<file path="src/rtl/clksel_pkg.sv">
package clksel_pkg;
   localparam int unsigned CLKSEL_MIN_SRC   = 2;
   localparam int unsigned CLKSEL_MAX_SRC   = 64;
   localparam int unsigned CLKSEL_MIN_FIELD = 1;
endpackage

</file>
<file path="src/rtl/clksel_ql_mux.sv">
module clksel_ql_mux #(
   parameter int unsigned QL_W = 4
) (
   input  logic [QL_W-1:0] rx_ql,
   input  logic            rx_ok,
   input  logic            ovr_en,
   input  logic [QL_W-1:0] ovr_ql,
   output logic [QL_W-1:0] eff_ql
);
   logic use_ovr;

   assign use_ovr = ovr_en | ~rx_ok;

   always_comb begin
      if (use_ovr) eff_ql = ovr_ql;
      else         eff_ql = rx_ql;
   end
endmodule

</file>
<file path="src/rtl/clksel_rank.sv">
module clksel_rank #(
   parameter int unsigned NUM_SRC = 4,
   parameter int unsigned KEY_W   = 8,
   parameter int unsigned IDX_W   = 2
) (
   input  logic [NUM_SRC-1:0]       elig,
   input  logic [NUM_SRC*KEY_W-1:0] keys,
   output logic [IDX_W-1:0]         win_idx,
   output logic                     win_any
);
   logic [KEY_W-1:0] best_key [NUM_SRC+1];
   logic [IDX_W-1:0] best_idx [NUM_SRC+1];
   logic             best_any [NUM_SRC+1];

   assign best_key[0] = '0;
   assign best_idx[0] = '0;
   assign best_any[0] = 1'b0;

   for (genvar i = 0; i < NUM_SRC; i++) begin : g_stage
      logic [KEY_W-1:0] cand_key;
      logic             take;
      assign cand_key = keys[i*KEY_W +: KEY_W];
      // strict compare: an earlier (lower) index keeps a tie
      assign take = elig[i] && (!best_any[i] || (cand_key < best_key[i]));
      assign best_key[i+1] = take ? cand_key        : best_key[i];
      assign best_idx[i+1] = take ? IDX_W'(i)       : best_idx[i];
      assign best_any[i+1] = take | best_any[i];
   end

   assign win_idx = best_idx[NUM_SRC];
   assign win_any = best_any[NUM_SRC];

   always_comb begin
      if (win_any) begin
         assert_win_qualifies_R2 : assert (elig[win_idx])
            else $error("rank winner is not a qualifying source");
      end
   end
endmodule

</file>
<file path="src/rtl/clk_src_sel.sv">
module clk_src_sel #(
   parameter int unsigned NUM_SRC = 4,
   parameter int unsigned PRIO_W  = 4,
   parameter int unsigned QL_W    = 4,
   localparam int unsigned IDX_W  = (NUM_SRC > 1) ? $clog2(NUM_SRC) : 1
) (
   input  logic                      clk,
   input  logic                      rst_n,
   input  logic [NUM_SRC-1:0]        src_nominated,
   input  logic [NUM_SRC-1:0]        src_available,
   input  logic [NUM_SRC*PRIO_W-1:0] src_prio,
   input  logic [NUM_SRC*QL_W-1:0]   src_rx_ql,
   input  logic [NUM_SRC-1:0]        src_rx_ql_ok,
   input  logic [NUM_SRC-1:0]        src_ovr_en,
   input  logic [NUM_SRC*QL_W-1:0]   src_ovr_ql,
   output logic [IDX_W-1:0]          sel_idx,
   output logic                      sel_valid,
   output logic                      sel_change
);
   import clksel_pkg::*;

   localparam int unsigned KEY_W = QL_W + PRIO_W;

   if (NUM_SRC < CLKSEL_MIN_SRC || NUM_SRC > CLKSEL_MAX_SRC) begin : g_bad_num
      $error("NUM_SRC out of supported range");
   end
   if (PRIO_W < CLKSEL_MIN_FIELD || QL_W < CLKSEL_MIN_FIELD) begin : g_bad_width
      $error("field widths must be at least one bit");
   end

   logic [NUM_SRC-1:0]       elig;
   logic [NUM_SRC*KEY_W-1:0] keys;
   logic [IDX_W-1:0]         win_idx;
   logic                     win_any;
   logic [IDX_W-1:0]         idx_q;
   logic                     valid_q;
   logic                     chg_q;

   assign elig = src_nominated & src_available;

   for (genvar i = 0; i < NUM_SRC; i++) begin : g_src
      logic [QL_W-1:0] eff_ql;
      clksel_ql_mux #(.QL_W(QL_W)) ql_mux_i (
         .rx_ql  (src_rx_ql[i*QL_W +: QL_W]),
         .rx_ok  (src_rx_ql_ok[i]),
         .ovr_en (src_ovr_en[i]),
         .ovr_ql (src_ovr_ql[i*QL_W +: QL_W]),
         .eff_ql (eff_ql)
      );
      // quality in the upper bits so it dominates preference
      assign keys[i*KEY_W +: KEY_W] = {eff_ql, src_prio[i*PRIO_W +: PRIO_W]};
   end

   clksel_rank #(.NUM_SRC(NUM_SRC), .KEY_W(KEY_W), .IDX_W(IDX_W)) rank_i (
      .elig    (elig),
      .keys    (keys),
      .win_idx (win_idx),
      .win_any (win_any)
   );

   always_ff @(posedge clk) begin
      if (!rst_n) begin
         idx_q   <= '0;
         valid_q <= 1'b0;
         chg_q   <= 1'b0;
      end else begin
         valid_q <= win_any;
         if (win_any) begin
            idx_q <= win_idx;
            chg_q <= (win_idx != idx_q);
         end else begin
            chg_q <= 1'b0;
         end
      end
   end

   assign sel_idx    = idx_q;
   assign sel_valid  = valid_q;
   assign sel_change = chg_q;

   assert_sel_qualified_R1 : assert property (@(posedge clk) disable iff (!rst_n)
      sel_valid |-> ((($past(elig) >> sel_idx) & NUM_SRC'(1)) != '0))
      else $error("selected source was not qualifying");

   assert_none_invalid_R8 : assert property (@(posedge clk) disable iff (!rst_n)
      !$past(|elig) |-> !sel_valid)
      else $error("valid with no qualifying source");

   assert_hold_index_R8 : assert property (@(posedge clk) disable iff (!rst_n)
      !sel_valid |-> $stable(sel_idx))
      else $error("index moved while invalid");

   assert_change_moves_R9 : assert property (@(posedge clk) disable iff (!rst_n)
      sel_change |-> (sel_valid && sel_idx != $past(sel_idx)))
      else $error("change pulse without index switch");

   assert_change_single_R9 : assert property (@(posedge clk) disable iff (!rst_n)
      sel_change |=> !sel_change || sel_idx != $past(sel_idx))
      else $error("change pulse stretched");
endmodule

</file>
<file path="config.mk">
export PLATFORM = sky130hd
export DESIGN_NAME = clk_src_sel
export DESIGN_NICKNAME = d
export VERILOG_FILES = /design/src/rtl/clksel_pkg.sv /design/src/rtl/clksel_ql_mux.sv /design/src/rtl/clksel_rank.sv /design/src/rtl/clk_src_sel.sv
export SDC_FILE = /design/constraint.sdc
export NUM_CORES = 1
export LEC_CHECK = 0
export ABC_AREA = 1
export ABC_CLOCK_PERIOD_IN_PS = 12400
export CAP_MARGIN = 5
export CELL_PAD_IN_SITES_DETAIL_PLACEMENT = 0
export CELL_PAD_IN_SITES_GLOBAL_PLACEMENT = 1
export CORE_ASPECT_RATIO = 1.5
export CORE_MARGIN = 4
export CORE_UTILIZATION = 26
export CTS_CLUSTER_SIZE = 14
export DETAILED_ROUTE_END_ITERATION = 8
export GPL_TIMING_DRIVEN = 0
export MAX_ROUTING_LAYER = met4
export PLACE_DENSITY_LB_ADDON = 0.1
export SETUP_SLACK_MARGIN = 0.1
export SYNTH_ARGS = -nofsm -noshare
export SYNTH_HDL_FRONTEND = slang
export SYNTH_HIERARCHICAL = 1
export SYNTH_SLANG_ARGS = --single-unit
</file>
<file path="constraint.sdc">
create_clock -name clk -period 12.4 [get_ports clk]
set_clock_uncertainty 0.2 [all_clocks]
set_input_delay 2.48 -clock clk [delete_from_list [all_inputs] [get_ports clk]]
set_output_delay 2.48 -clock clk [all_outputs]
set_load 0.1 [all_outputs]
</file>
==> impl_metrics.toml <==
[floorplanning]
pin_count = 70
rows = 30
start_util = 0.267
fp.coreArea_sq_um = 4500
fp.dieArea_sq_um = 5800
die_y_um = 91.3
fp.dieW_um = 63.5

[logic_synthesis]
yosysMostFrequentCell = "nand2_1"
synth_cell_types = 21
ys.warnings.count = 6
synth_edf_count = 0
synth-seq-cells = 4
syn-num-nets = 305
synth_top_area_share = 0.306
ys_top_cells_by_area = "nand2_1 (31%), ha_1 (22%), nand3_1 (8.3%)"
seq_area_frac_synth = 0.0666
synthTopCellsByCount = "nand2_1 (98), inv_1 (22), ha_1 (21), nand3_1 (20)"
syn_area_sq_um = 1200
synth_top_area_cell = "nand2_1"
avgSynthCellArea_sq_um = 5.52
synth_async_sr_flop_share = 0
synthCells = 218
synth-main-ff-cell = "dfxtp_1"

[pwr]
p_int_w = 0.0000747
p_total_w = 0.000126
seqPwrFrac = 0.122
netSwitchingFraction = 0.406
ir_drop_mv = 0.0239
cellPowerDensity_nw_per_um2 = 63.0
p_sw_w = 0.0000510
combPwrFrac = 0.664
p_leak_nw = 1.04
p_clk_frac = 0.214

[routing]
antenna_left = 0
vias = 1518
viasPerCell = 4.49
wl_per_cell_um = 10.0
drt_iter0_drc = 26
drc = 0
drt_pass1_iterations = 4
routed_wl_um = 3390

[place]
portBuffers = 69
dp.cells = 335
place_hpwl_um = 3100
gp_congestion = 0.714
place_area_sq_um = 1950

[clock_network]
worstSkewPairLatency_ns = 0.21
path_clk_slew_ns = 0.03
ctsResizeCount = 0
clkSinkCount = 4
cts_tree = "built"
cts_made_buffers = 3
cts_setup_buffers = 0
cts-root-buf = "clkbuf_8"
cts.hold.buffers_added = 0
clockBufferDepth = 2
htreeDepth = 1

[final_layout]
stdcell_area_sq_um = 1990
area_growth_syn_to_layout_pct = 65.9
nNetsFinal = 379
drive_gt1_frac = 0.0793
fin_cells = 338
diodes = 0
final_core_util = 0.443

[global_route]
antenna_found_initial = 0
grt_max_degree = 11
grt_remaining_overflow = 0
grt_first_pass_wirelength_um = 5950
grt_pass1_vias = 1593
grt.total_usage = 0.123

[setup_path]
r2r_start = "sel_idx[1]"
cpPeakStageDelay_ns = 0.56
worst_path_max_delay_cell = "clkdlybuf4s50_1"
crit_path_end = "sel_change"
crit_top_cell = "nand2_1"
critPathArrivalTime_ns = 7.22
startpoint = "src_rx_ql_ok[1]"
cp.required_ns = 12.35
critPathKind = "input pin to flop"
r2r_slack_ns = 11.48
endpoint_kind = "flop"
start_kind = "input pin"
reg2regPathDepth = 4
worstReg2RegEnd = "sel_change"
cp_max_fo = 10

[timing]
grt_setup_unrepaired = "false"
hold_viol = 0
setup_violations = 0
slew_headroom = 0.355
worstMarginPinSlew_ns = 0.964
setup_tns_ns = 0
fmax_mhz = 137
finalMaxSlewViolations = 0
timing.final.crit_share = 0.587
post-route-min-period_ns = 7.27

[status]
status = "finished, final reports clean"

[flow_run]
drv_cap = 0

[min_path]
hp-class = "flop to flop"
-- how the worst min path moves through the flow --
stage | start | to | cells past startpoint
2_1_floorplan | sel_idx[1] | sel_change | 3
3_3_place_gp | sel_idx[1] | sel_idx[1] | 2
3_5_place_dp | sel_idx[1] | sel_idx[1] | 2
4_1_cts | sel_idx[1] | sel_idx[1] | 2
5_1_grt | sel_idx[1] | sel_idx[1] | 2
6_report | sel_idx[1] | sel_idx[1] | 2
-- worst max-delay path, delay by kind of cell --
kind                     cells  cell delay (ns)
AO/OA/AOI/OAI                8             1.38
adder cells (fa/ha/maj)      3             0.88
buffers and inverters        4             1.15
AND/OR/NAND/NOR             18             1.35
-- layer usage --
metal,global-route usage,routed length [um],up-vias
met5,-,0,-
met4,0.0234,0,0
met3,0.0186,169,0
met2,0.260,1920,38
met1,0.109,1300,629
li1,-,-,851
-- state kept, by name, indices dropped and copies added (netlist names) --
signal      flops
sel_change      1
sel_idx         2
sel_valid       1
-- cell type report --
class / count / area, sq um
fill: 493 / 2510
multi-input combinational: 187 / 1010
timing repair buffer: 69 / 691
inverter: 24 / 90.1
sequential: 4 / 80.1
tap: 48 / 60.1
clock buffer: 3 / 41.3
buffer: 3 / 21.3
-- logic make-up after synthesis --
group	after synthesis	synth area share
fa+ha+maj	21	0.219
buf+inv	27	0.0926
flops	4	0.0666
compound gates	29	0.134
simple gates	137	0.488
-- power by group through the flow --
stage	combinational (W)	clock (W)	sequential [W]
floorplan	0.0000414	0	0.0000253
global placement	0.0000839	0	0.0000154
detailed placement	0.0000848	0	0.0000154
CTS	0.0000853	0.0000276	0.0000153
global route	0.0000951	0.0000289	0.0000154
finish	0.0000835	0.0000269	0.0000153
-- metrics by stage --
stage | hold WS, ns | setup slack, ns
after global placement | 0.333 | 4.84
after global routing | 0.373 | 4.55
after detailed placement | 0.342 | 4.82
after CTS | 0.349 | 5.02
after floorplan | 0.780 | 5.96
final | 0.349 | 5.13
-- layout by cell type, fill, tap and decap left out, types with 2 or more instances in the layout --
cell type / n
nand2_1: 98
clkdlybuf4s50_1: 69
inv_1: 22
ha_1: 21
nand3_1: 20
o21ai_1: 9
a21oi_1: 9
nand2_2: 9
o21ai_0: 7
nor2_1: 5
dfxtp_1: 4
clkbuf_8: 3
inv_2: 2
nand3_2: 2
or2_2: 2
No activity file was read; power rests on OpenSTA's default activity.
